### src/rtl/pfb_pkg.sv
`timescale 1ns/1ps
package pfb_pkg;
  localparam int unsigned DATA_W_DEF = 32;
  localparam int unsigned ADDR_W_DEF = 28;
  localparam int unsigned DEPTH_DEF  = 16;

  typedef enum logic {
    FETCH_IDLE = 1'b0,
    FETCH_RUN  = 1'b1
  } fetch_state_e;
endpackage

### src/rtl/pfb_fifo.sv
`timescale 1ns/1ps
module pfb_fifo #(
  parameter int unsigned DW    = 32,
  parameter int unsigned DEPTH = 16
) (
  input  logic          clk_i,
  input  logic          rst_ni,
  input  logic          flush_i,
  input  logic          push_i,
  input  logic [DW-1:0] wdata_i,
  input  logic          pop_i,
  output logic [DW-1:0] rdata_o,
  output logic          empty_o,
  output logic          full_o
);
  localparam int unsigned PW = (DEPTH > 1) ? $clog2(DEPTH) : 1;
  localparam int unsigned CW = $clog2(DEPTH + 1);

  logic [DW-1:0] mem_q [DEPTH];
  logic [PW-1:0] wr_ptr_q, rd_ptr_q;
  logic [CW-1:0] cnt_q;
  logic          do_push, do_pop;

  assign do_push = push_i && !flush_i;
  assign do_pop  = pop_i && !flush_i;

  function automatic logic [PW-1:0] ptr_inc(input logic [PW-1:0] p);
    return (p == PW'(DEPTH - 1)) ? '0 : p + 1'b1;
  endfunction

  always_ff @(posedge clk_i or negedge rst_ni) begin
    if (!rst_ni) begin
      wr_ptr_q <= '0;
      rd_ptr_q <= '0;
      cnt_q    <= '0;
    end else if (flush_i) begin
      wr_ptr_q <= '0;
      rd_ptr_q <= '0;
      cnt_q    <= '0;
    end else begin
      if (do_push) wr_ptr_q <= ptr_inc(wr_ptr_q);
      if (do_pop)  rd_ptr_q <= ptr_inc(rd_ptr_q);
      cnt_q <= cnt_q + CW'(do_push) - CW'(do_pop);
    end
  end

  always_ff @(posedge clk_i) begin
    if (do_push) mem_q[wr_ptr_q] <= wdata_i;
  end

  assign rdata_o = mem_q[rd_ptr_q];
  assign empty_o = (cnt_q == '0);
  assign full_o  = (cnt_q == CW'(DEPTH));

  assert_no_overflow_R9: assert property (@(posedge clk_i) disable iff (!rst_ni)
    do_push |-> (!full_o || do_pop));
  assert_no_underflow_R9: assert property (@(posedge clk_i) disable iff (!rst_ni)
    do_pop |-> !empty_o);
endmodule

### src/rtl/pfb_fetch.sv
`timescale 1ns/1ps
module pfb_fetch
  import pfb_pkg::*;
#(
  parameter int unsigned AW    = 28,
  parameter int unsigned DEPTH = 16
) (
  input  logic          clk_i,
  input  logic          rst_ni,
  input  logic          start_i,
  input  logic [AW-1:0] start_addr_i,
  output logic          lb_rd_o,
  output logic [AW-1:0] lb_addr_o,
  output logic          push_o,
  output logic          busy_o
);
  localparam int unsigned CW = $clog2(DEPTH + 1);

  fetch_state_e  state_q;
  logic [AW-1:0] addr_q;
  logic [CW-1:0] issued_q;
  logic          rd_q;

  // a restart kills the strobe and the capture of the cycle it arrives in
  assign lb_rd_o   = (state_q == FETCH_RUN) && !start_i;
  assign lb_addr_o = addr_q;
  assign push_o    = rd_q && !start_i;
  assign busy_o    = (state_q == FETCH_RUN) || rd_q;

  always_ff @(posedge clk_i or negedge rst_ni) begin
    if (!rst_ni) begin
      state_q  <= FETCH_IDLE;
      addr_q   <= '0;
      issued_q <= '0;
      rd_q     <= 1'b0;
    end else if (start_i) begin
      state_q  <= FETCH_RUN;
      addr_q   <= start_addr_i;
      issued_q <= '0;
      rd_q     <= 1'b0;
    end else begin
      rd_q <= lb_rd_o;
      if (lb_rd_o) begin
        addr_q   <= addr_q + 1'b1;
        issued_q <= issued_q + 1'b1;
        if (issued_q == CW'(DEPTH - 1)) state_q <= FETCH_IDLE;
      end
    end
  end

  assert_strobe_consecutive_R2: assert property (@(posedge clk_i) disable iff (!rst_ni)
    (lb_rd_o && $past(lb_rd_o)) |-> (lb_addr_o == $past(lb_addr_o) + 1'b1));
  assert_capture_after_strobe_R3: assert property (@(posedge clk_i) disable iff (!rst_ni)
    push_o |-> $past(lb_rd_o));
endmodule

### src/rtl/burst_prefetch_buf.sv
`timescale 1ns/1ps
module burst_prefetch_buf
  import pfb_pkg::*;
#(
  parameter int unsigned DATA_W = DATA_W_DEF,
  parameter int unsigned ADDR_W = ADDR_W_DEF,
  parameter int unsigned DEPTH  = DEPTH_DEF
) (
  input  logic              clk_i,
  input  logic              rst_ni,
  input  logic              host_req_i,
  input  logic [ADDR_W-1:0] host_addr_i,
  output logic [DATA_W-1:0] host_data_o,
  output logic              host_valid_o,
  output logic              lb_rd_o,
  output logic [ADDR_W-1:0] lb_addr_o,
  input  logic [DATA_W-1:0] lb_data_i
);
  logic [ADDR_W-1:0] exp_addr_q;
  logic              addr_match, hit, start;
  logic              fifo_push, fifo_empty, fifo_full, fetch_busy;

  assign addr_match = (host_addr_i == exp_addr_q);
  assign hit        = host_req_i && addr_match && !fifo_empty;
  // restart on a jump, or on a sequential read once the buffer and burst are spent
  assign start      = host_req_i && !hit && (!addr_match || (fifo_empty && !fetch_busy));

  always_ff @(posedge clk_i or negedge rst_ni) begin
    if (!rst_ni)    exp_addr_q <= '0;
    else if (start) exp_addr_q <= host_addr_i;
    else if (hit)   exp_addr_q <= exp_addr_q + 1'b1;
  end

  pfb_fetch #(.AW(ADDR_W), .DEPTH(DEPTH)) u_fetch (
    .clk_i        (clk_i),
    .rst_ni       (rst_ni),
    .start_i      (start),
    .start_addr_i (host_addr_i),
    .lb_rd_o      (lb_rd_o),
    .lb_addr_o    (lb_addr_o),
    .push_o       (fifo_push),
    .busy_o       (fetch_busy)
  );

  pfb_fifo #(.DW(DATA_W), .DEPTH(DEPTH)) u_fifo (
    .clk_i   (clk_i),
    .rst_ni  (rst_ni),
    .flush_i (start),
    .push_i  (fifo_push),
    .wdata_i (lb_data_i),
    .pop_i   (hit),
    .rdata_o (host_data_o),
    .empty_o (fifo_empty),
    .full_o  (fifo_full)
  );

  assign host_valid_o = hit;

  assert_valid_needs_req_R8: assert property (@(posedge clk_i) disable iff (!rst_ni)
    host_valid_o |-> host_req_i);
  assert_start_strobes_next_R2: assert property (@(posedge clk_i) disable iff (!rst_ni)
    start |=> (start || (lb_rd_o && lb_addr_o == $past(host_addr_i))));
  assert_fill_bounded_R9: assert property (@(posedge clk_i) disable iff (!rst_ni)
    (fifo_push && !start) |-> (!fifo_full || hit));
endmodule

### config.mk
export PLATFORM = sky130hd
export DESIGN_NAME = burst_prefetch_buf
export DESIGN_NICKNAME = d
export VERILOG_FILES = /design/src/rtl/pfb_pkg.sv /design/src/rtl/pfb_fifo.sv /design/src/rtl/pfb_fetch.sv /design/src/rtl/burst_prefetch_buf.sv
export SDC_FILE = /design/constraint.sdc
export NUM_CORES = 1
export LEC_CHECK = 0
export BUFFER_PORTS_ARGS = -buffer_cell sky130_fd_sc_hd__buf_2
export CAP_MARGIN = 30
export CORE_MARGIN = 3
export CORE_UTILIZATION = 55
export DETAILED_ROUTE_END_ITERATION = 8
export PLACE_DENSITY = 0.76
export SLEW_MARGIN = 40
export SYNTH_ARGS = -nofsm -noshare
export SYNTH_HDL_FRONTEND = slang
export SYNTH_SLANG_ARGS = --single-unit
### constraint.sdc
create_clock -name clk_i -period 4.13 [get_ports clk_i]
set_input_delay 0.413 -clock clk_i [delete_from_list [all_inputs] [get_ports clk_i]]
set_output_delay 0.413 -clock clk_i [all_outputs]
set_load 0.01 [all_outputs]
==> results of run 1 <==
-- where the power goes --
part	total [mW]	switching [mW]	internal, mW
clock network	5.01	2.18	2.83
registers	6.66	0.0996	6.56
logic	0.518	0.333	0.184
total	12.2	2.62	9.57
-- layout make-up --
cell class / count / area, sq um
multi-input combinational: 829 / 6710
clock inverter: 33 / 283
tap: 585 / 732
clock buffer: 72 / 1500
fill: 3035 / 15700
sequential: 588 / 17300
timing repair buffer: 168 / 1060
inverter: 27 / 101
-- critical path: stages (launching register included) --
cell and delay (ps):
dfrtp_1 460, xor2_1 210, nor4_1 470, nand4_2 160, buf_4 220, o31a_2 390, buf_4 340, nor2b_1 260
buf_2 160
-- per-layer routing --
metal	global-route usage (%)	wire length, um
met1	33.1	22700
met2	38.9	27300
met5	0	29
met3	3.44	3400
met4	8.86	1860
-- registers in the layout, indices dropped and copies added (netlist names) --
name and count:
exp_addr_q 28, u_fetch.issued_q 5, u_fetch.lb_addr_o 28, u_fetch.rd_q 1
u_fetch.state_q 1, u_fifo.cnt_q 5, u_fifo.mem_q 512, u_fifo.rd_ptr_q 4
u_fifo.wr_ptr_q 4
-- logic make-up after synthesis --
| logic type | count (synthesis) | synth area share (%) |
|---|---|---|
| muxes | 197 | 11.5 |
| buffers and inverters | 114 | 1.93 |
| adders and majority gates | 16 | 0.854 |
| AOI/OAI and AO/OA | 252 | 6.34 |
| xor gates and xnor gates | 62 | 2.23 |
| DFF | 588 | 71.0 |
| and+or+nand+nor | 302 | 6.07 |
-- per-stage QoR --
step | setup slack, ps | util [%] | std cells
final | 394 | 63.8 | 2302
after global routing | 180 | 63.8 | 2302
after CTS | 419 | 63.8 | 2302
after detailed placement | 613 | 59.7 | 2196
after global placement | 694 | 59.6 | 2195
after floorplan | -364 | - | 1531
-- repair_timing --
item,4_1_cts,5_1_grt
hold buffers,1,0
resized for setup,0,0
endpoints found under the setup margin,0,0
hold endpoints to repair,76,0
-- cells in the final DEF, fill, tap and decap left out, types with 9 or more instances in the layout --
cell type	instances
a221oi_1	32
xnor2_1	30
dfrtp_1	73
clkbuf_1	13
edfxtp_1	512
mux4_2	64
nand2_1	122
nor2_1	40
o21ai_0	114
buf_4	35
nor4_1	10
clkbuf_16	57
clkinv_1	11
inv_1	27
mux2i_1	108
a21oi_1	47
nand4_1	19
buf_2	123
and3_1	9
nor2_4	12
a22oi_1	35
nand3_1	31
xor2_1	32
clkinv_2	11
mux2_2	25
ha_1	15
-- worst paths after layout --
path                                          start              endpoint  slack, ps  cells past startpoint
worst max-delay path                 exp_addr_q[21]               lb_rd_o        390                      8
worst min-delay path                 host_addr_i[0]         exp_addr_q[0]         70                      3
worst max register to register       exp_addr_q[21]   u_fifo.mem_q[2][10]        520                      8
worst min register to register  u_fetch.issued_q[4]   u_fetch.issued_q[4]        550                      2
max in group asynchronous                    rst_ni    u_fifo.rd_ptr_q[3]       3140                      2
min in group asynchronous                    rst_ni  u_fetch.lb_addr_o[1]        410                      2
==> reports/qor.txt, run 1 <==
Initial DRC count = 1,607
Share of layout cells above drive strength 1 = 21.3%
I/O Buffers = 124
Nets = 1,750
Die height = 216 um
Top cells by count, synth = edfxtp_1, nand2_1, o21ai_0
WHS = 69.4 ps
CTS Sinks = 588
CTS tree = built
Hold crit path type = input port to register
Root Buffer = clkbuf_16
Synth top area share = 63.2%
Via count = 14.1k
Synth area leaders = edfxtp_1, dfrtp_1, mux4_2
Kind of end point of the critical path = output pin
Setup Fix Bufs, Post-CTS = 0
CTS max path bufs = 3
Max-slew violations = 0
Antenna violations before repair = 2
Crit path time final = 3740 ps
Routed Wire Length = 55,300 um
Final setup fails = 0
Outcome = complete, no violations
Syn_nets = 1,610
Gpl congestion = 0.848
Post-synthesis cell count = 1,531
Worst clock skew = 15.1 ps
Crit Path Max Fanout = 82
Post-Syn Area = 0.0243 sq mm
Post-synth EDFFs = 512
IO Pins = 125
Row count = 76
First-pass GRT wire length = 85,400 um
Post-Place Cell Area = 0.0259 sq mm
Hold Vio Cnt, Final = 0
Yosys warnings = 0
Dominant synthesized flop cell = edfxtp_1
Fmax = 0.268 GHz
DRC violations left = 0
Vias in the first global route = 14.3k
Largest net degree at the start of global routing = 90
Die footprint = 0.0468 sq mm
Post-synth cell types = 53
Routed wire per std cell = 24.0 um
Pleak = 9.09 nW
Total GRT Usage = 23.8%
Crit path DAT = 3320 ps
Clock transition at path regs = 60 ps
VDD IR-drop max = 0.000401 V
Total CTS buffers = 57
Cell accounting for the most synthesized area = edfxtp_1
Via-to-Cell Ratio = 6.13
DRT Pass-1 Iters = 5
Post-Route Setup TNS = 0 ps
RSZ-0062 raised after global routing = no
Count leader, synth = edfxtp_1
N_diodes = 0
Post-DP HPWL = 32,500 um
Final worst path period share = 90.5%
Worst setup path category = register to output pin
Die Wd = 216 um
Mean Syn Cell Area = 15.9 sq um
ANT nets after route = 0
Seq/Total Area, Yosys = 71.0%
Initial Util = 56.1%
GR Overflow Total = 0
Number of max-cap violations = 0
Critical Path RT = 3720 ps
Critical Path Source Type = register
Design Area, Final = 0.0277 sq mm
Tightest Pin Transition = 806 ps
H-tree lvl count = 2
Post-synth ARST share = 12.9%
Max transition margin = 46.2%
Tot Pwr = 12.2 mW
Worst skew pair latency = 600 ps
Power per Cell Area = 441 mW/mm^2
Total core area = 0.0434 sq mm
Synth-to-layout area growth = 13.8%
Seq cells post-synth = 588
(Power assumes the default switching activity.)
==> inputs of run 2 (changes only) <==
SETUP_SLACK_MARGIN = 0.4   (was unset)
==> reports/qor.txt, run 2 (synthesis results as in run 1) <==
VDD IR-drop max = 0.000489 V
Critical Path RT = 3720 ps
I/O Buffers = 124
Reg2reg end = u_fifo.mem_q[11][25]
Post-Route Setup TNS = 0 ps
Finished Layout Cells = 2,306
RSZ-0062 raised after global routing = no
Placed cell count = 2,200
Hold Crit Depth = 3
Pleak = 9.16 nW
Max reg flops = 512
CP Launch Point = exp_addr_q[22]
Final design utilization = 64.1%
Worst skew pair latency = 630 ps
Sequential share of power = 53.6%
Tightest Pin Transition = 796 ps
Nets = 1,754
Die height = 216 um
Largest net degree at the start of global routing = 77
CTS Sinks = 588
GR Overflow Total = 0
CTS max path bufs = 3
Total core area = 0.0434 sq mm
Max transition margin = 46.9%
Routed wire per std cell = 23.4 um
Post-Place Cell Area = 0.0259 sq mm
Int Power = 9.78 mW
Most common cell after layout, fill and taps aside = edfxtp_1
Share of layout cells above drive strength 1 = 21.7%
Kind of end point of the critical path = output pin
Crit path time final = 3560 ps
DRT Pass-1 Iters = 5
Most frequent cells in the layout = edfxtp_1, buf_2, nand2_1, o21ai_0, mux2i_1
Clock transition at path regs = 60 ps
Root Buffer = clkbuf_16
Worst r2r path cells = 8
DRC violations left = 0
H-tree lvl count = 2
Final setup fails = 0
ANT nets after route = 0
Design Area, Final = 0.0278 sq mm
Row count = 76
Initial DRC count = 1,379
Die Wd = 216 um
Comb pwr share = 4.2%
Reg2reg start = exp_addr_q[22]
Critical Path Source Type = register
Gpl congestion = 0.891
Via-to-Cell Ratio = 6.11
Antenna violations before repair = 2
Clock network fraction of total power = 42.2%
Fmax = 0.281 GHz
First-pass GRT wire length = 83,300 um
Reg2Reg Setup Slack = 620 ps
Outcome = complete, no violations
Tot Pwr = 12.4 mW
Crit Path Max Fanout = 19
Die footprint = 0.0468 sq mm
Total CTS buffers = 57
IO Pins = 125
Sw power = 2.64 mW
Synth-to-layout area growth = 14.3%
Worst setup path category = register to output pin
CTS tree = built
Worst clock skew = 29.8 ps
Hold Vio Cnt, Final = 0
Crit path DAT = 3150 ps
Total GRT Usage = 23.2%
Hold crit path type = input port to register
Number of max-cap violations = 0
Routed Wire Length = 53,900 um
Post-DP HPWL = 31,800 um
Vias in the first global route = 14.1k
Power per Cell Area = 447 mW/mm^2
HP Start = host_addr_i[0]
Sw Ratio = 21.2%
Final worst path period share = 86.2%
WHS Endpoint = exp_addr_q[0]
Max-slew violations = 0
Largest register by flop count = u_fifo.mem_q
Via count = 14.1k
Initial Util = 56.1%
## run 2: final cells by class
| cell class | instances | area, sq um |
|---|---|---|
| sequential | 588 | 17300 |
| fill | 3020 | 15600 |
| multi-input combinational | 829 | 6710 |
| clock buffer | 68 | 1500 |
| timing repair buffer | 172 | 1060 |
| tap | 585 | 732 |
| clock inverter | 36 | 403 |
| inverter | 27 | 101 |
| antenna | 1 | 2.50 |
## run 2: how the worst max path moves through the flow
stage	endpoint	depth (start not counted)	slack (ps)
after floorplan	u_fifo.mem_q[10][0]	8	-360
final	lb_rd_o	8	570
after detailed placement	u_fifo.mem_q[11][11]	8	550
after global placement	u_fifo.mem_q[11][11]	8	640
after CTS	host_data_o[30]	8	550
after global routing	u_fifo.cnt_q[4]	16	460
## run 2: per-stage QoR
stage               worst slack [ps]  hold slack [ps]
global placement                 637              515
floorplan                       -364              117
detailed placement               551              505
finish                           570             60.4
global route                     463             64.3
CTS                              546             31.2
## run 2: power by group through the flow
stage	Clock (mW)	Sequential (mW)	Combinational, mW
6_report	5.24	6.66	0.520
5_1_grt	5.54	6.67	0.573
4_1_cts	5.32	6.66	0.519
3_5_place_dp	0	6.78	0.514
3_3_place_gp	0	6.78	0.495
2_1_floorplan	0	6.76	0.269
## run 2: repair_timing
action | in CTS | in global routing
setup buffers | 0 | 0
hold buffers | 1 | 0
resized for setup | 0 | 1
endpoints found under the hold margin | 76 | 0
endpoints found under the setup margin | 0 | 1
## run 2: critical path, cell delays in order (launching register included)
cell,delay [ps]
dfrtp_1,460
xor2_1,190
nor4_2,450
nand4_2,180
buf_4,220
o31a_2,400
buf_4,210
nor2b_1,240
buf_2,180
## run 2: metal layers
layer	GRT usage [%]	vias up	share of wire [%]
met1	32.0	7105	40
met4	7.77	2	2.8
li1	-	6243	-
met5	0	-	0.020
met2	37.7	613	49
met3	4.51	116	7.8
==> inputs of run 3 (changes only) <==
CORE_ASPECT_RATIO = 0.8   (was unset)
==> reports/qor.txt, run 3 (synthesis results as in run 1) <==
Synth-to-layout area growth = 14.2%
Crit Path Max Fanout = 13
Number of max-cap violations = 0
Max-slew violations = 0
Max reg flops = 512
Routed Wire Length = 54,500 um
Total GRT Usage = 23.6%
CTS tree = built
VDD IR-drop max = 0.000326 V
Worst r2r path cells = 16
Crit path DAT = 3210 ps
Tightest Pin Transition = 796 ps
Nets = 1,755
Crit path time final = 3620 ps
Fmax = 0.276 GHz
CTS Sinks = 588
Design Area, Final = 0.0278 sq mm
CTS max path bufs = 3
Hold Crit Depth = 3
Largest register by flop count = u_fifo.mem_q
Root Buffer = clkbuf_16
Post-Place Cell Area = 0.0259 sq mm
Via-to-Cell Ratio = 6.19
Die height = 194 um
Final worst path period share = 87.6%
Vias in the first global route = 14.3k
Final design utilization = 64.0%
Setup Fix Bufs, Post-CTS = 0
Die Wd = 241 um
Via count = 14.1k
Total core area = 0.0434 sq mm
Most frequent cells in the layout = edfxtp_1, buf_2, nand2_1, o21ai_0, mux2i_1
Critical Path RT = 3720 ps
Kind of end point of the critical path = output pin
Fill count = 3,009
Placed cell count = 2,178
GR Overflow Total = 0
Worst skew pair latency = 620 ps
Gpl congestion = 0.889
Most common cell after layout, fill and taps aside = edfxtp_1
Clock transition at path regs = 70 ps
Die footprint = 0.0468 sq mm
Share of layout cells above drive strength 1 = 21.8%
Critical Path Source Type = register
First-pass GRT wire length = 83,900 um
H-tree lvl count = 2
Row count = 68
Worst clock skew = 18.3 ps
Final setup fails = 0
RSZ-0062 raised after global routing = no
Initial DRC count = 1,640
DRT Pass-1 Iters = 5
Routed wire per std cell = 23.9 um
Outcome = complete, no violations
Max transition margin = 47.0%
Pleak = 9.15 nW
I/O Buffers = 124
DRC violations left = 0
Finished Layout Cells = 2,282
Power per Cell Area = 439 mW/mm^2
Worst setup path category = register to output pin
ANT nets after route = 0
Total CTS buffers = 55
IO Pins = 125
Post-Route Setup TNS = 0 ps
Initial Util = 56.0%
Hold Vio Cnt, Final = 0
Antenna violations before repair = 0
Hold crit path type = input port to register
Largest net degree at the start of global routing = 77
Post-DP HPWL = 33,400 um
==> run 3: changes by cell type in the layout (fill, tap and decap cells not counted), moves of 2 or more <==
| cell | change |
|---|---|
| buf_12 | +6 |
| buf_4 | -4 |
| clkbuf_16 | -3 |
| clkinv_1 | -2 |
| clkinv_16 | -2 |
| clkinv_2 | +4 |
| clkinv_4 | -2 |
| clkinv_8 | +2 |
==> run 3: final timing paths <==
kind | endpoint | slack [ps] | start
min in group asynchronous | u_fetch.issued_q[1] | 400 | rst_ni
min reg2reg | u_fetch.issued_q[3] | 540 | u_fetch.issued_q[3]
min | exp_addr_q[26] | 70 | host_addr_i[26]
max reg2reg | u_fifo.cnt_q[4] | 690 | u_fifo.cnt_q[3]
max | host_valid_o | 510 | u_fifo.cnt_q[2]
max in group asynchronous | u_fifo.rd_ptr_q[1] | 3130 | rst_ni
==> run 3: worst max-delay path, cell delays in order, from the launching register on <==
cell and delay, ps:
dfrtp_1 350, inv_1 70, ha_1 200, or4b_2 250
nand2_1 250, or4_1 530, nor2_1 470, buf_4 330
buf_2 160
==> run 3: area by class of cell <==
type	count	area [sq um]	area share, %
Tap cell	560	701	2.52
Clock inverter	37	365	1.32
Multi-Input combinational cell	829	6720	24.2
Clock buffer	65	1410	5.09
Antenna cell	1	2.50	0.00901
Timing Repair Buffer	175	1170	4.21
Inverter	27	101	0.365
Sequential cell	588	17300	62.3
==> run 3: power breakdown <==
group / internal (mW) / switching [mW] / total, mW
clock: 2.83 / 2.18 / 5.01
sequential: 6.56 / 0.0981 / 6.66
combinational: 0.189 / 0.337 / 0.526
==> run 3: routing by layer <==
| metal | vias to the layer above | part of all wire (%) | global-route usage [%] |
|---|---|---|---|
| met2 | 607 | 46 | 35.0 |
| met4 | 0 | 2.6 | 7.59 |
| li1 | 6256 | - | - |
| met1 | 7164 | 43 | 35.5 |
| met5 | - | 0 | 0 |
| met3 | 103 | 8.1 | 4.76 |
==> run 3: metrics by stage <==
step	total power [mW]	worst slack, ps	hold slack (ps)
CTS	12.3	512	45.5
detailed placement	7.30	639	503
global placement	7.27	718	517
floorplan	7.03	-364	117
finish	12.2	510	70.8
global route	12.6	423	75.4
==> run 3: what timing repair did <==
action | 4_1_cts | 5_1_grt
hold buffers | 1 | 0
gates resized for setup | 1 | 5
hold endpoints to repair | 76 | 0
gates cloned | 0 | 0
setup endpoints to repair | 1 | 3
